[config.mk]
export PLATFORM = sky130hd
export DESIGN_NAME = dtmf_steer_latch
export DESIGN_NICKNAME = d
export VERILOG_FILES = /design/src/rtl/dtmf_steer_pkg.sv /design/src/rtl/dtmf_guard_timer.sv /design/src/rtl/dtmf_settle_delay.sv /design/src/rtl/dtmf_code_latch.sv /design/src/rtl/dtmf_steer_latch.sv
export SDC_FILE = /design/constraint.sdc
export NUM_CORES = 1
export LEC_CHECK = 0
export BUFFER_PORTS_ARGS = -buffer_cell sky130_fd_sc_hd__buf_4
export CAP_MARGIN = 20
export CORE_ASPECT_RATIO = 1.2
export CORE_MARGIN = 4
export CORE_UTILIZATION = 50
export DETAILED_ROUTE_END_ITERATION = 10
export GPL_TIMING_DRIVEN = 0
export PLACE_DENSITY_LB_ADDON = 0.3
export SLEW_MARGIN = 20
export SYNTH_ARGS = -nofsm -noshare
export SYNTH_HDL_FRONTEND = slang
export SYNTH_SLANG_ARGS = --single-unit
[constraint.sdc]
create_clock -name clk -period 2.97 [get_ports clk]
set_input_delay 0.4455 -clock clk [delete_from_list [all_inputs] [get_ports clk]]
set_output_delay 0.4455 -clock clk [all_outputs]
set_load 0.005 [all_outputs]
[src/rtl/dtmf_steer_pkg.sv]
package dtmf_steer_pkg;

  typedef enum logic {
    ST_WAIT = 1'b0,
    ST_HELD = 1'b1
  } steer_e;

  localparam logic [1:0] LETTER_COL = 2'd3;
  localparam logic [1:0] STAR_ROW   = 2'd3;

  // Map a row/column index pair onto the 4-bit key code.
  function automatic logic [3:0] key_code(input logic [1:0] row, input logic [1:0] col);
    logic [3:0] r4;
    logic [3:0] c4;
    r4 = {2'b00, row};
    c4 = {2'b00, col};
    if (col == LETTER_COL) begin
      // A..C count up from 13, D wraps to zero
      key_code = 4'd13 + r4;
    end else if (row == STAR_ROW) begin
      case (col)
        2'd0:    key_code = 4'd11;
        2'd1:    key_code = 4'd10;
        default: key_code = 4'd12;
      endcase
    end else begin
      key_code = (r4 * 4'd3) + c4 + 4'd1;
    end
  endfunction

endpackage

[src/rtl/dtmf_guard_timer.sv]
module dtmf_guard_timer
  import dtmf_steer_pkg::*;
#(
  parameter int CW = 22
) (
  input  logic          clk,
  input  logic          rst_n,
  input  logic          clear,
  input  logic          tone_ok,
  input  logic          tone_raw,
  input  logic [CW-1:0] gtp,
  input  logic [CW-1:0] gta,
  output logic          steered,
  output logic          steer_next,
  output logic          reg_pulse
);

  steer_e        st_q;
  logic [CW-1:0] cnt_q;
  logic [CW-1:0] cnt_d;
  logic [CW:0]   cnt_inc;
  logic          acq_hit;
  logic          rel_hit;

  assign steered = (st_q == ST_HELD);

  always_comb begin
    cnt_inc = {1'b0, cnt_q} + (CW+1)'(1);
    acq_hit = tone_ok && (cnt_inc >= {1'b0, gtp});
    rel_hit = !tone_raw && (cnt_inc >= {1'b0, gta});

    reg_pulse  = 1'b0;
    steer_next = steered;
    cnt_d      = '0;
    if (clear) begin
      steer_next = 1'b0;
    end else if (!steered) begin
      if (acq_hit) begin
        reg_pulse  = 1'b1;
        steer_next = 1'b1;
      end else if (tone_ok) begin
        cnt_d = cnt_inc[CW-1:0];
      end
    end else begin
      if (rel_hit) begin
        steer_next = 1'b0;
      end else if (!tone_raw) begin
        cnt_d = cnt_inc[CW-1:0];
      end
    end
  end

  always_ff @(posedge clk) begin
    if (!rst_n) begin
      st_q  <= ST_WAIT;
      cnt_q <= '0;
    end else begin
      st_q  <= steer_next ? ST_HELD : ST_WAIT;
      cnt_q <= cnt_d;
    end
  end

  // entering the held state requires a qualified tone on that edge
  assert_accept_needs_tone_R1: assert property (@(posedge clk) disable iff (!rst_n)
    $rose(steered) |-> $past(tone_ok));

  // leaving the held state without power-down requires the tone to be absent
  assert_release_needs_gap_R2: assert property (@(posedge clk) disable iff (!rst_n)
    ($fell(steered) && !$past(clear)) |-> !$past(tone_raw));

endmodule

[src/rtl/dtmf_settle_delay.sv]
module dtmf_settle_delay #(
  parameter int SETTLE = 4
) (
  input  logic clk,
  input  logic rst_n,
  input  logic start,
  input  logic hold,
  output logic std
);

  localparam int SW = (SETTLE < 2) ? 1 : $clog2(SETTLE + 1);
  localparam logic [SW-1:0] LAST = SW'(SETTLE - 1);

  logic [SW-1:0] cnt_q;

  always_ff @(posedge clk) begin
    if (!rst_n) begin
      cnt_q <= '0;
      std   <= 1'b0;
    end else if (start) begin
      cnt_q <= '0;
      std   <= 1'b0;
    end else if (!hold) begin
      cnt_q <= '0;
      std   <= 1'b0;
    end else if (!std) begin
      if (cnt_q == LAST) begin
        std <= 1'b1;
      end else begin
        cnt_q <= cnt_q + SW'(1);
      end
    end
  end

  // the flag only rises while the pair is held and no new load is under way
  assert_std_rise_held_R4: assert property (@(posedge clk) disable iff (!rst_n)
    $rose(std) |-> ($past(hold) && !$past(start)));

endmodule

[src/rtl/dtmf_code_latch.sv]
module dtmf_code_latch
  import dtmf_steer_pkg::*;
(
  input  logic       clk,
  input  logic       rst_n,
  input  logic       load,
  input  logic [1:0] row,
  input  logic [1:0] col,
  output logic [3:0] code
);

  always_ff @(posedge clk) begin
    if (!rst_n) begin
      code <= 4'd0;
    end else if (load) begin
      code <= key_code(row, col);
    end
  end

endmodule

[src/rtl/dtmf_steer_latch.sv]
module dtmf_steer_latch
  import dtmf_steer_pkg::*;
#(
  parameter int CW     = 22,
  parameter int SETTLE = 4
) (
  input  logic          clk,
  input  logic          rst_n,
  input  logic          est_in,
  input  logic [1:0]    row_idx,
  input  logic [1:0]    col_idx,
  input  logic [CW-1:0] gtp_cycles,
  input  logic [CW-1:0] gta_cycles,
  input  logic          inhibit_ad,
  input  logic          power_down,
  input  logic          out_en,
  output logic [3:0]    code_q,
  output logic          code_oe,
  output logic          std_flag,
  output logic          gt_flag
);

  localparam int CODE_W = 4;

  logic              tone_ok;
  logic              steered;
  logic              steer_next;
  logic              reg_pulse;
  logic [CODE_W-1:0] code_r;

  // A letter key under inhibit is treated as no tone at all
  assign tone_ok = est_in && !power_down && !(inhibit_ad && (col_idx == LETTER_COL));

  dtmf_guard_timer #(.CW(CW)) u_timer (
    .clk        (clk),
    .rst_n      (rst_n),
    .clear      (power_down),
    .tone_ok    (tone_ok),
    .tone_raw   (est_in),
    .gtp        (gtp_cycles),
    .gta        (gta_cycles),
    .steered    (steered),
    .steer_next (steer_next),
    .reg_pulse  (reg_pulse)
  );

  dtmf_code_latch u_latch (
    .clk   (clk),
    .rst_n (rst_n),
    .load  (reg_pulse),
    .row   (row_idx),
    .col   (col_idx),
    .code  (code_r)
  );

  dtmf_settle_delay #(.SETTLE(SETTLE)) u_settle (
    .clk   (clk),
    .rst_n (rst_n),
    .start (reg_pulse),
    .hold  (steer_next),
    .std   (std_flag)
  );

  assign gt_flag = steered && est_in && !power_down;
  assign code_oe = out_en;

  for (genvar b = 0; b < CODE_W; b++) begin : g_bus
    assign code_q[b] = out_en & code_r[b];
  end

  // the latched code moves only on the edge a pair is accepted
  assert_code_moves_on_accept_R1: assert property (@(posedge clk) disable iff (!rst_n)
    !$stable(code_r) |-> $rose(steered));

  // no letter key is accepted while inhibit is high
  assert_inhibit_letters_R6: assert property (@(posedge clk) disable iff (!rst_n)
    ($rose(steered) && $past(inhibit_ad)) |-> ($past(col_idx) != LETTER_COL));

  // power-down silences both flags on the next edge
  assert_pd_quiet_R8: assert property (@(posedge clk) disable iff (!rst_n)
    power_down |=> (!std_flag && !gt_flag));

endmodule

## Word level (Yosys, flattened, before mapping)

Index checks and enable logic that the tools add are counted.

- Mux-type cells: 17
- Reduce and logical (&&, ||, !) cells: 14
- $lt $le $gt $ge: 2
- $add $sub $neg: 5
- Multipliers: 1
- Bitwise logic cells: 8
- Equality and inequality tests: 4

Operator list:

| cell | count |
|---|---|
| 22-bit two-way mux | 5 |
| 23-bit by 22-bit >= comparator with 1-bit output | 2 |
| 22-bit by 1-bit adder with 23-bit output, second input constant | 1 |
| 1-bit two-way mux | 9 |
| 4-bit two-way mux | 2 |
| 1-bit logical AND | 7 |
| 3-bit case mux with 2 select lines | 1 |
| 3-bit by 3-bit adder with 4-bit output, first input constant | 1 |
| 4-bit by 1-bit adder with 4-bit output, second input constant | 1 |
| 4-bit by 2-bit adder with 4-bit output | 1 |
| 1-bit bitwise AND | 4 |
| 2-bit == test, second input constant | 2 |
| 2-bit by 2-bit multiplier with 4-bit output, second input constant | 1 |
| 1-bit NOT | 4 |
| 3-bit by 1-bit adder with 3-bit output, second input constant | 1 |
| 3-bit by 2-bit == test with 1-bit output, second input constant | 1 |
| 1-bit logical NOT | 3 |
| 3-bit OR reduction | 1 |
| 2-bit by 1-bit == test with 1-bit output, second input constant | 1 |
| 2-bit logical NOT | 1 |
| 2-bit AND reduction | 1 |
| 2-bit OR reduction | 1 |

- Input bits: 54
- Flip-flop bits (word level): 31
- Output and inout port bits: 7
- Word-level logic and storage cells: 56

## Depth between registers and ports, before layout

Gate-level depths: netlist (run 1).

- Depth after elaboration: 10
- Mapped depth: 14

## By module

A second synthesis (run 1) with hierarchy kept.

- Cells, all modules: 333
- Area, all modules: 2872.8 um^2

By module, submodules not included:

| module | instances | cells each | area each (um^2) |
|---|---|---|---|
| dtmf_guard_timer | 1 | 270 | 2317.2 |
| dtmf_code_latch | 1 | 35 | 314.1 |
| dtmf_settle_delay | 1 | 19 | 175.2 |
| dtmf_steer_latch | 1 | 9 | 66.3 |

## Least setup slack after synthesis (run 1)

No wires, ideal clock.

- Path type: flip-flop to flip-flop
- Start point: register u_timer.cnt_q[0]
- End point: register u_latch.code[0]
- Stages on the path, launching flop included: 15
- Data required time: 2.898 ns
- Data arrival time: 3.020 ns
- Path slack: -0.121 ns
- Library setup time: 0.072 ns
- Path buffers: 1
- Path through: dfxtp_1 -> ha_1 -> nand4_1 -> nor2_1 -> and2_1 -> nand3_1 -> xnor2_1 -> ha_1 -> a21o_1 -> a221o_1 -> a221oi_2 -> a21o_1 -> o31a_1 -> buf_6 -> mux2i_1

- Cells in the longest elaborated chain, start to end: 6

RTL lines:

| item | line | text |
|---|---|---|
| start: declaration | dtmf_guard_timer.sv:19 | `logic [CW-1:0] cnt_q;` |
| start signal: assignment | dtmf_guard_timer.sv:59 | `cnt_q <= cnt_d;` |
| 22-bit by 1-bit adder with 23-bit output | dtmf_guard_timer.sv:28 | `cnt_inc = {1'b0, cnt_q} + (CW+1)'(1);` |
| 23-bit by 22-bit >= comparator with 1-bit output | dtmf_guard_timer.sv:29 | `acq_hit = tone_ok && (cnt_inc >= {1'b0, gtp});` |
| 1-bit logical AND | dtmf_guard_timer.sv:29 |  |
| 1-bit two-way mux | dtmf_guard_timer.sv:38 | `if (acq_hit) begin` |
| 1-bit two-way mux | dtmf_guard_timer.sv:37 | `end else if (!steered) begin` |
| 1-bit two-way mux | dtmf_guard_timer.sv:35 | `if (clear) begin` |
| end signal: assignment | dtmf_code_latch.sv:16 | `code <= key_code(row, col);` |
| end: declaration | dtmf_code_latch.sv:9 | `output logic [3:0] code` |

Every way passes these cells.
A chain may end at the register's enable or synchronous reset.

## Final worst setup path (run 1)

- Start point: register u_timer.cnt_q[6]
- End point: register u_timer.cnt_q[4]

- Cells in the longest elaborated chain, start to end: 5

RTL lines:

| item | line |
|---|---|
| 22-bit by 1-bit adder with 23-bit output * | dtmf_guard_timer.sv:28 |
| 23-bit by 22-bit >= comparator with 1-bit output, on equally long branches | dtmf_guard_timer.sv:29, dtmf_guard_timer.sv:30 |
| 1-bit logical AND, on equally long branches | dtmf_guard_timer.sv:29, dtmf_guard_timer.sv:30 |
| 22-bit two-way mux, on equally long branches | dtmf_guard_timer.sv:38, dtmf_guard_timer.sv:45 |
| 22-bit two-way mux * | dtmf_guard_timer.sv:37 |

Every way passes the cells marked *; elsewhere a longest branch is shown, timed or not.

==> metrics.csv, run 1 <==
stage,metric,value,unit
clock_network,# clock sinks,31,
global_route,vias in the first global route,2598,
clock_network,Clock transition at path regs,60,ps
pwr,Clock power frac,0.387,
timing,final hold slack,455,ps
clock_network,Clock Latency Late Sink,290,ps
global_route,busiest metal layer after global routing,met2,
placed_design,Placer Congestion,0.819,
pwr,Final Power,0.953,mW
min_path,worst hold path type,flop to flop,
pwr,sw frac,0.246,
final_layout,"commonest non-fill, non-tap cells in the layout","buf_4, inv_1, ha_1, nand2_1, dfxtp_1",
synthesis,Synth area leader,ha_1,
worst_setup_path,"Max FO, Critical Path",6,
clock_network,H-tree depth,2,
die,Die Ht,90.2,um
die,Core Box Area,0.00537,mm^2
clock_network,root buffer cell,clkbuf_8,
synthesis,number of flops mapped to enable cells by yosys,0,
worst_setup_path,FF-to-FF setup slack,-150,ps
die,row count,29,
synthesis,synth unique cells,50,
final_layout,Fillers,382,
clock_network,CTS buffer count,5,
pwr,Power Density,242,mW/mm^2
timing,final worst-path cycle share,1.05,
routing,DRT Pass-1 Iters,4,
timing,relative slew slack,0.737,
pwr,Flop pwr share,0.434,
die,Die X,76.5,um
timing,RSZ-0062 raised after global routing,true,
synthesis,Synth Net Count,432,
worst_setup_path,data required time of the critical path,3160,ps
synthesis,Synth Register Bits,31,
die,io pins,61,
global_route,first-pass GRT wire length,11100,um
pwr,internal power,0.718,mW
outcome,failing checks,negative setup slack,
pwr,Net Switching,0.234,mW
global_route,GRT met1 Usage,0.213,
clock_network,largest buffer count on any clock path,2,
synthesis,post-synth top area share,0.226,
die,initial core utilization,0.525,
routing,Post-Route WL,7430,um
timing,Worst Max-Slew Pin Slew,384,ps
routing,Via Count,2666,
final_layout,Layout Nets,524,
timing,max-slew violations,0,
timing,final hold violation count,0,
synthesis,ys async rst share,0,
routing,number of routed nets with antenna violations,0,
final_layout,Area Growth Syn to Fin,39.9,%
placed_design,number of buffers added on ports,59,
synthesis,cell area after synthesis,0.00282,mm^2
synthesis,Mapped Cells,325,
clock_network,# hold bufs at CTS,0,
final_layout,antenna cell count,0,
synthesis,ranking of synthesized cells by area,"ha_1, dfxtp_1, a21boi_2",
final_layout,share of layout cells above drive strength 1,0.409,
pwr,leakage,1.98,nW
synthesis,Syn Area/Cell,8.67,um^2
placed_design,post-DP HPWL,4960,um
worst_setup_path,critical setup path kind,flop to flop,
timing,Max Freq,321,MHz
synthesis,"Seq/Total Area, Yosys",0.220,
routing,Initial DRC Count,115,
global_route,met3 track demand over resource,0.0400,
global_route,Tot GR Track Use,0.195,
routing,Via density,5.55,
die,die area,0.00691,mm^2
global_route,GRT overflow,0,
timing,Worst Clk Skew,3.36,ps
outcome,outcome,"finished, violations left",
worst_setup_path,crit path DAT,3310,ps
final_layout,"commonest non-fill, non-tap cell in the layout",buf_4,
global_route,M2 GR Usage,0.352,
global_route,pin count of the biggest net entering global routing,11,
worst_setup_path,Crit. End Element,flop,
clock_network,CTS tree,yes,
worst_setup_path,Startpoint Class,flop,
timing,post-route minimum period,3120,ps
routing,WL/cell,15.5,um
pwr,part of the power in combinational logic,0.180,
job,Max Cap Viol,0,
synthesis,synth warn,0,
synthesis,ys flop type,dfxtp_1,
routing,drt drc,0,
timing,setup ws final,-147,ps
pwr,maximum vdd drop,0.000135,V
timing,Setup Viol. Count Final,31,
global_route,initial antenna violation count,0,
-- final timing paths --
kind,from,to,depth (start not counted)
worst max-delay path,u_timer.cnt_q[6],u_timer.cnt_q[4],13
worst min-delay path,u_latch.code[1],u_latch.code[1],2
worst max register to register,u_timer.cnt_q[6],u_timer.cnt_q[4],13
worst min register to register,u_latch.code[1],u_latch.code[1],2
-- stage by stage --
stage | TNS [ps] | utilization | cells | cell area (um^2) | setup slack [ps]
2_1_floorplan | 0 | - | 325 | 2830 | 34.9
3_3_place_gp | -10330 | 0.625 | 446 | 3350 | -358
3_5_place_dp | -11650 | 0.625 | 446 | 3350 | -418
4_1_cts | -1270 | 0.690 | 469 | 3700 | -73.5
5_1_grt | -7530 | 0.734 | 480 | 3940 | -270
6_report | -3560 | 0.734 | 480 | 3940 | -147
-- critical path: stages (launching register included) --
cell and delay [ps]:
dfxtp_4 360, nand4_1 180, buf_4 210, nor2_4 100, and2_4 190, nand2_2 80, xnor2_2 150, ha_1 310
and2_4 170, a221o_1 310, a221oi_2 370, and3_4 250, o21ai_4 90, a21boi_0 250
-- power by group through the flow --
stage          combinational, mW  sequential [mW]  clock (mW)
6_report                   0.171            0.413       0.368
5_1_grt                    0.195            0.413       0.387
4_1_cts                    0.164            0.416       0.370
3_5_place_dp               0.158            0.426           0
3_3_place_gp               0.152            0.426           0
2_1_floorplan             0.0822            0.426           0
-- state kept, by name, indices dropped and copies added, names as in the netlist --
| register | cells |
|---|---|
| u_settle.std | 1 |
| u_settle.cnt_q | 3 |
| u_timer.cnt_q | 22 |
| u_latch.code | 4 |
| u_timer.steered | 1 |
-- area by class of cell --
type                            count  area [um^2]  share of cell area
Tap cell                           62         77.6              0.0197
Timing Repair Buffer               85          649               0.165
Clock buffer                        8          100              0.0254
Sequential cell                    31          644               0.163
Multi-Input combinational cell    240         2220               0.564
Buffer                              7         68.8              0.0175
Inverter                           47          176              0.0448
-- what timing repair did --
action,in CTS,in global routing
setup buffers,13,9
cloned,2,2
endpoints found under the setup margin,31,31
pin swaps,33,32
gates resized for setup,34,34
-- cells in the mapped netlist (4+ instances only) --
library cell / instances
mux2i_1: 4
dfxtp_1: 31
a21o_1: 4
xor2_1: 7
a21oi_1: 19
xnor2_1: 15
a21boi_2: 19
and3_1: 5
o21ai_0: 6
nor2_1: 13
nand4_1: 11
o21a_1: 4
nand2_1: 25
inv_1: 47
nand3_1: 10
and2_1: 7
ha_1: 51
-- kinds of logic after synthesis --
logic type / share of synthesized area
multiplexers: 0.0142
XOR/XNOR: 0.0684
AND/OR/NAND/NOR: 0.157
flip-flops: 0.220
adder cells (fa/ha/maj): 0.241
buffers and inverters: 0.0826
AO/OA/AOI/OAI: 0.217
-- layer usage --
layer,wire length [um],up-vias
met5,0,-
met4,277,0
met3,322,24
met2,3900,76
met1,2930,1249
li1,-,1317
No activity file was read; power rests on OpenSTA's default activity.
==> run 2, diff against run 1 <==
--- a/config.mk
+++ b/config.mk
@@ -13,6 +13,7 @@
 export DETAILED_ROUTE_END_ITERATION = 10
 export GPL_TIMING_DRIVEN = 0
 export PLACE_DENSITY_LB_ADDON = 0.3
+export RECOVER_POWER = 50
 export SLEW_MARGIN = 20
 export SYNTH_ARGS = -nofsm -noshare
 export SYNTH_HDL_FRONTEND = slang
==> constraint.sdc (replaced) <==
create_clock -name clk -period 2.8 [get_ports clk]
set_input_delay 0.42 -clock clk [delete_from_list [all_inputs] [get_ports clk]]
set_output_delay 0.42 -clock clk [all_outputs]
set_load 0.005 [all_outputs]
==> run 2 against run 1 <==
- the flow still finishes with violations (negative setup slack)
- die area is the same
- sequential share of layout area down 0.30 points
- register-to-register slack got worse by 260 ps
- maximum frequency is 2.8% lower
- hold slack got worse by 7.0 ps
- largest power group unchanged
- sequential power is 6.5% higher
- largest cell class unchanged
- critical endpoint is now u_timer.cnt_q[20]
==> metrics.csv, run 2 (synthesized netlist as in run 1, its figures left out) <==
stage,metric,value,unit
final_layout,largest registers,"u_timer.cnt_q (22), u_latch.code (4), u_settle.cnt_q (3)",
clock_network,# hold bufs at CTS,0,
worst_setup_path,Crit. End Element,flop,
timing,final setup TNS,-10330,ps
placed_design,post-DP HPWL,5040,um
clock_network,H-tree depth,2,
worst_setup_path,critical setup path kind,flop to flop,
final_layout,"commonest non-fill, non-tap cell in the layout",buf_4,
pwr,Net Switching,0.264,mW
clock_network,# clock sinks,31,
clock_network,CTS buffer count,5,
routing,Via Count,2650,
pwr,maximum vdd drop,0.000159,V
timing,relative slew slack,0.718,
timing,Max Freq,312,MHz
timing,post-route minimum period,3210,ps
placed_design,number of buffers added on ports,59,
global_route,pin count of the biggest net entering global routing,11,
global_route,GRT overflow,0,
global_route,Tot GR Track Use,0.197,
routing,drt drc,0,
final_layout,fin util,0.738,
final_layout,Layout Nets,529,
pwr,leakage,2.01,nW
timing,max-slew violations,0,
routing,Initial DRC Count,135,
global_route,first-pass GRT wire length,11200,um
final_layout,share of layout cells above drive strength 1,0.407,
timing,final worst-path cycle share,1.15,
clock_network,CTS tree,yes,
worst_setup_path,"Max FO, Critical Path",6,
final_layout,max reg flops,22,
routing,Via density,5.46,
routing,DRT Pass-1 Iters,4,
timing,Worst Clk Skew,8.99,ps
final_layout,area of the multi-input gates,0.00221,mm^2
placed_design,post-place setup slack,-475,ps
min_path,worst hold path type,primary input to flop,
die,Die X,76.5,um
clock_network,Clock transition at path regs,70,ps
die,initial core utilization,0.525,
final_layout,Fillers,392,
outcome,outcome,"finished, violations left",
global_route,met3 track demand over resource,0.0450,
final_layout,"commonest non-fill, non-tap cells in the layout","buf_4, inv_1, ha_1, nand2_1, dfxtp_1",
die,Core Box Area,0.00537,mm^2
timing,final hold slack,448,ps
routing,WL/cell,15.1,um
global_route,M2 GR Usage,0.358,
worst_setup_path,Startpoint Class,flop,
global_route,busiest metal layer after global routing,met2,
final_layout,Top reg by flops,u_timer.cnt_q,
final_layout,FF+latch area,636,um^2
die,die area,0.00691,mm^2
timing,RSZ-0062 raised after global routing,true,
routing,number of routed nets with antenna violations,0,
clock_network,largest buffer count on any clock path,2,
final_layout,Area Growth Syn to Fin,40.6,%
pwr,Clock power frac,0.394,
job,Max Cap Viol,0,
global_route,GRT met1 Usage,0.214,
clock_network,root buffer cell,clkbuf_8,
final_layout,antenna cell count,0,
timing,Worst Max-Slew Pin Slew,419,ps
routing,Post-Route WL,7330,um
worst_setup_path,crit path DAT,3440,ps
clock_network,Clock Latency Late Sink,300,ps
pwr,sw frac,0.256,
die,Die Ht,90.2,um
worst_setup_path,data required time of the critical path,3030,ps
placed_design,Placer Congestion,0.827,
outcome,failing checks,negative setup slack,
pwr,internal power,0.767,mW
pwr,Flop pwr share,0.427,
global_route,initial antenna violation count,0,
worst_setup_path,FF-to-FF setup slack,-410,ps
timing,Setup Viol. Count Final,31,
die,io pins,61,
timing,setup ws final,-407,ps
die,row count,29,
timing,final hold violation count,0,
global_route,vias in the first global route,2618,
pwr,part of the power in combinational logic,0.179,
pwr,Power Density,260,mW/mm^2
run 2: cell types whose count changed in the layout (fill, tap and decap cells not counted), moves of 3 or more:
cell,previous run,this run
buf_4,83,88
buf_6,8,4
nor2_4,3,0
dfxtp_1,20,23
and3_4,4,1
run 2: worst paths after layout:
| kind | from | to | depth (start not counted) |
|---|---|---|---|
| min reg2reg | u_latch.code[3] | u_latch.code[3] | 2 |
| max | u_timer.cnt_q[8] | u_timer.cnt_q[20] | 14 |
| max reg2reg | u_timer.cnt_q[8] | u_timer.cnt_q[20] | 14 |
| min | power_down | u_timer.steered | 3 |
run 2: per-stage QoR:
stage                     cells  power (mW)  cell area, um^2
after CTS                   471        1.02             3690
after floorplan             325       0.539             2880
after global routing        485        1.08             3960
after detailed placement    446       0.619             3400
final                       485        1.03             3960
after global placement      446       0.613             3400
run 2: critical path, stage by stage, from the launching register on:
cell and delay, ps:
dfxtp_2 350, nand4_1 230, nor3_4 280, and2_4 190, buf_4 110, nand2_1 80, xnor2_2 200, ha_2 190
a21o_1 170, a221o_1 330, a221oi_2 340, and3_4 250, o21ai_4 110, buf_6 170, a21boi_2 140
run 2: metal layers:
metal  vias to the layer above  wire length (um)
met5                         -                 0
met4                         0               251
met3                        22               353
met2                        76              3840
met1                      1223              2880
li1                       1329                 -
run 2: cell type report:
class / count / share of cell area
tap: 62 / 0.0196
timing repair buffer: 90 / 0.176
sequential: 31 / 0.160
clock buffer: 8 / 0.0253
inverter: 47 / 0.0445
buffer: 7 / 0.0164
multi-input combinational: 240 / 0.558
run 2: power by group through the flow:
stage	sequential, mW	combinational [mW]	clock [mW]
2_1_floorplan	0.451	0.0877	0
5_1_grt	0.440	0.208	0.428
3_3_place_gp	0.451	0.162	0
3_5_place_dp	0.451	0.167	0
6_report	0.440	0.185	0.406
4_1_cts	0.441	0.173	0.403
run 2: timing repair:
action                     4_1_cts  5_1_grt
gates cloned                     1        1
setup endpoints to repair       31       31
setup buffers                   16       14
pin swaps                       14       26
resized for setup               15       26
==> run 3, diff against run 2 <==
--- a/config.mk
+++ b/config.mk
@@ -9,7 +9,8 @@
 export CAP_MARGIN = 20
 export CORE_ASPECT_RATIO = 1.2
 export CORE_MARGIN = 4
-export CORE_UTILIZATION = 50
+export CORE_UTILIZATION = 51
+export CTS_BUF_LIST = sky130_fd_sc_hd__clkbuf_2 sky130_fd_sc_hd__clkbuf_4 sky130_fd_sc_hd__clkbuf_8
 export DETAILED_ROUTE_END_ITERATION = 10
 export GPL_TIMING_DRIVEN = 0
 export PLACE_DENSITY_LB_ADDON = 0.3
@@ -18,3 +19,4 @@
 export SYNTH_ARGS = -nofsm -noshare
 export SYNTH_HDL_FRONTEND = slang
 export SYNTH_SLANG_ARGS = --single-unit
+export TNS_END_PERCENT = 20
==> run 3 against run 2 <==
- the run still ends with negative setup slack left
- critical endpoint is now u_timer.cnt_q[7]
- via count is 4.1% lower
- wire length is 11% lower
- sequential power hardly changed
- sequential cell count stayed put
- maximum frequency is 1.7% higher
- critical path depth stayed put
- clock power is 12% lower
- first-iteration DRC count is 26% lower
- non-clock buffer count is 15 lower
- global-route usage is 0.62 points lower
==> metrics.csv, run 3 (synthesized netlist as in run 1, its figures left out) <==
stage,metric,value,unit
die,initial core utilization,0.528,
timing,final worst-path cycle share,1.13,
routing,Initial DRC Count,100,
timing,Max Freq,317,MHz
worst_setup_path,capturing point of the worst reg2reg path,u_timer.cnt_q[7],
job,Max Cap Viol,0,
clock_network,# clock sinks,31,
placed_design,Placer Congestion,0.781,
placed_design,"Cell Area, Placed",0.00340,mm^2
timing,relative slew slack,0.745,
timing,max-slew violations,0,
worst_setup_path,data required time of the critical path,3010,ps
worst_setup_path,worst-path cell chain,"ha_4, nand4_1, nor2_2, and2_4, nand3_4, xnor2_2, ha_1, a21o_1, a221o_1, a221oi_2, and3_1, o21ai_2, buf_6, a21boi_2",
die,die area,0.00678,mm^2
min_path,worst hold path type,flop to flop,
placed_design,number of buffers added on ports,59,
routing,number of routed nets with antenna violations,0,
routing,Via Count,2542,
global_route,Tot GR Track Use,0.191,
worst_setup_path,crit path to,u_timer.cnt_q[7],
worst_setup_path,reg2reg start,u_timer.cnt_q[0],
routing,WL/cell,13.8,um
final_layout,area of the multi-input gates,0.00209,mm^2
final_layout,Layout Nets,514,
worst_setup_path,FF-to-FF setup slack,-350,ps
final_layout,share of layout cells above drive strength 1,0.350,
worst_setup_path,R2R cell count,14,
timing,Worst Clk Skew,5.87,ps
clock_network,CTS tree,yes,
die,Core Box Area,0.00533,mm^2
outcome,failing checks,negative setup slack,
final_layout,FF+latch area,639,um^2
outcome,outcome,"finished, violations left",
timing,Worst Max-Slew Pin Slew,379,ps
pwr,leakage,1.91,nW
worst_setup_path,"Max FO, Critical Path",10,
final_layout,max reg flops,22,
worst_setup_path,Crit. End Element,flop,
routing,Via density,5.41,
worst_setup_path,crit path DAT,3360,ps
clock_network,Clock transition at path regs,70,ps
final_layout,largest registers,"u_timer.cnt_q (22), u_latch.code (4), u_settle.cnt_q (3)",
global_route,vias in the first global route,2326,
pwr,Power Density,263,mW/mm^2
timing,RSZ-0062 raised after global routing,true,
die,Die Ht,89.4,um
die,io pins,61,
clock_network,CTS buffer count,5,
timing,post-route minimum period,3150,ps
global_route,first-pass GRT wire length,10100,um
global_route,GRT overflow,0,
placed_design,post-place setup slack,-415,ps
final_layout,antenna cell count,0,
worst_setup_path,Startpoint Class,flop,
clock_network,largest buffer count on any clock path,2,
clock_network,H-tree depth,2,
clock_network,Clock Latency Late Sink,280,ps
routing,Post-Route WL,6510,um
timing,final hold violation count,0,
final_layout,"commonest non-fill, non-tap cell in the layout",buf_4,
final_layout,"commonest non-fill, non-tap cells in the layout","buf_4, ha_1, inv_1, nand2_1, dfxtp_1",
global_route,pin count of the biggest net entering global routing,11,
final_layout,Fillers,424,
placed_design,post-DP HPWL,4970,um
die,Die X,75.9,um
pwr,maximum vdd drop,0.000215,V
timing,Setup Viol. Count Final,31,
clock_network,root buffer cell,clkbuf_8,
global_route,initial antenna violation count,0,
timing,setup ws final,-352,ps
routing,DRT Pass-1 Iters,4,
routing,drt drc,0,
worst_setup_path,crit path max-delay cell type,dfxtp_4,
final_layout,Final Cell Area,0.00369,mm^2
timing,final setup TNS,-9320,ps
final_layout,Area Growth Syn to Fin,31.1,%
worst_setup_path,Critical Path Source,u_timer.cnt_q[0],
die,row count,29,
worst_setup_path,max incr delay on CP,380,ps
worst_setup_path,critical setup path kind,flop to flop,
final_layout,Top reg by flops,u_timer.cnt_q,
## run 3: where the power goes
group | switching [mW] | total (mW) | internal [mW]
Clock | 0.163 | 0.357 | 0.194
Combinational | 0.0788 | 0.174 | 0.0952
Sequential | 0.000663 | 0.439 | 0.439
## run 3: area by class of cell
type,instances,area share
multi-input combinational,240,0.566
sequential,31,0.173
timing repair buffer,75,0.151
inverter,47,0.0478
clock buffer,7,0.0227
tap,62,0.0210
buffer,7,0.0166
clock inverter,1,0.00136
## run 3: stage by stage
| step | util | total power [mW] | cells | hold slack (ps) |
|---|---|---|---|---|
| floorplan | - | 0.539 | 325 | 433 |
| global placement | 0.637 | 0.613 | 446 | 442 |
| detailed placement | 0.637 | 0.620 | 446 | 448 |
| CTS | 0.669 | 0.976 | 458 | 451 |
| global route | 0.692 | 1.02 | 470 | 473 |
| finish | 0.692 | 0.970 | 470 | 453 |
## run 3: routing by layer
layer	vias up	GRT usage	wire, um
met5	-	0	0
met1	1167	0.225	2620
li1	1297	-	-
met2	65	0.350	3480
met4	0	0.0556	121
met3	13	0.0304	277
## run 3: how the worst min path moves through the flow
stage,cells past startpoint,endpoint,start,slack (ps)
after floorplan,1,u_timer.cnt_q[0],u_timer.cnt_q[0],430
after CTS,3,u_timer.steered,power_down,450
after detailed placement,2,u_latch.code[2],u_latch.code[2],450
after global routing,3,u_timer.steered,power_down,470
final,2,u_latch.code[2],u_latch.code[2],450
after global placement,2,u_latch.code[0],u_latch.code[0],440
## run 3: repair_timing
action	CTS	global route
resized for setup	12	8
setup buffers	4	12
endpoints found under the setup margin	31	31
endpoints found under the hold margin	0	0
pin swaps	9	13
hold buffers	0	0
## run 3: worst max-delay path, delay by kind of cell, from the launching register on
kind | cells | cell delay, ps
buffers and inverters | 1 | 180
xor gates and xnor gates | 1 | 230
and+or+nand+nor | 5 | 830
DFF | 1 | 380
AOI/OAI and AO/OA | 5 | 1030
adders and majority gates | 2 | 420
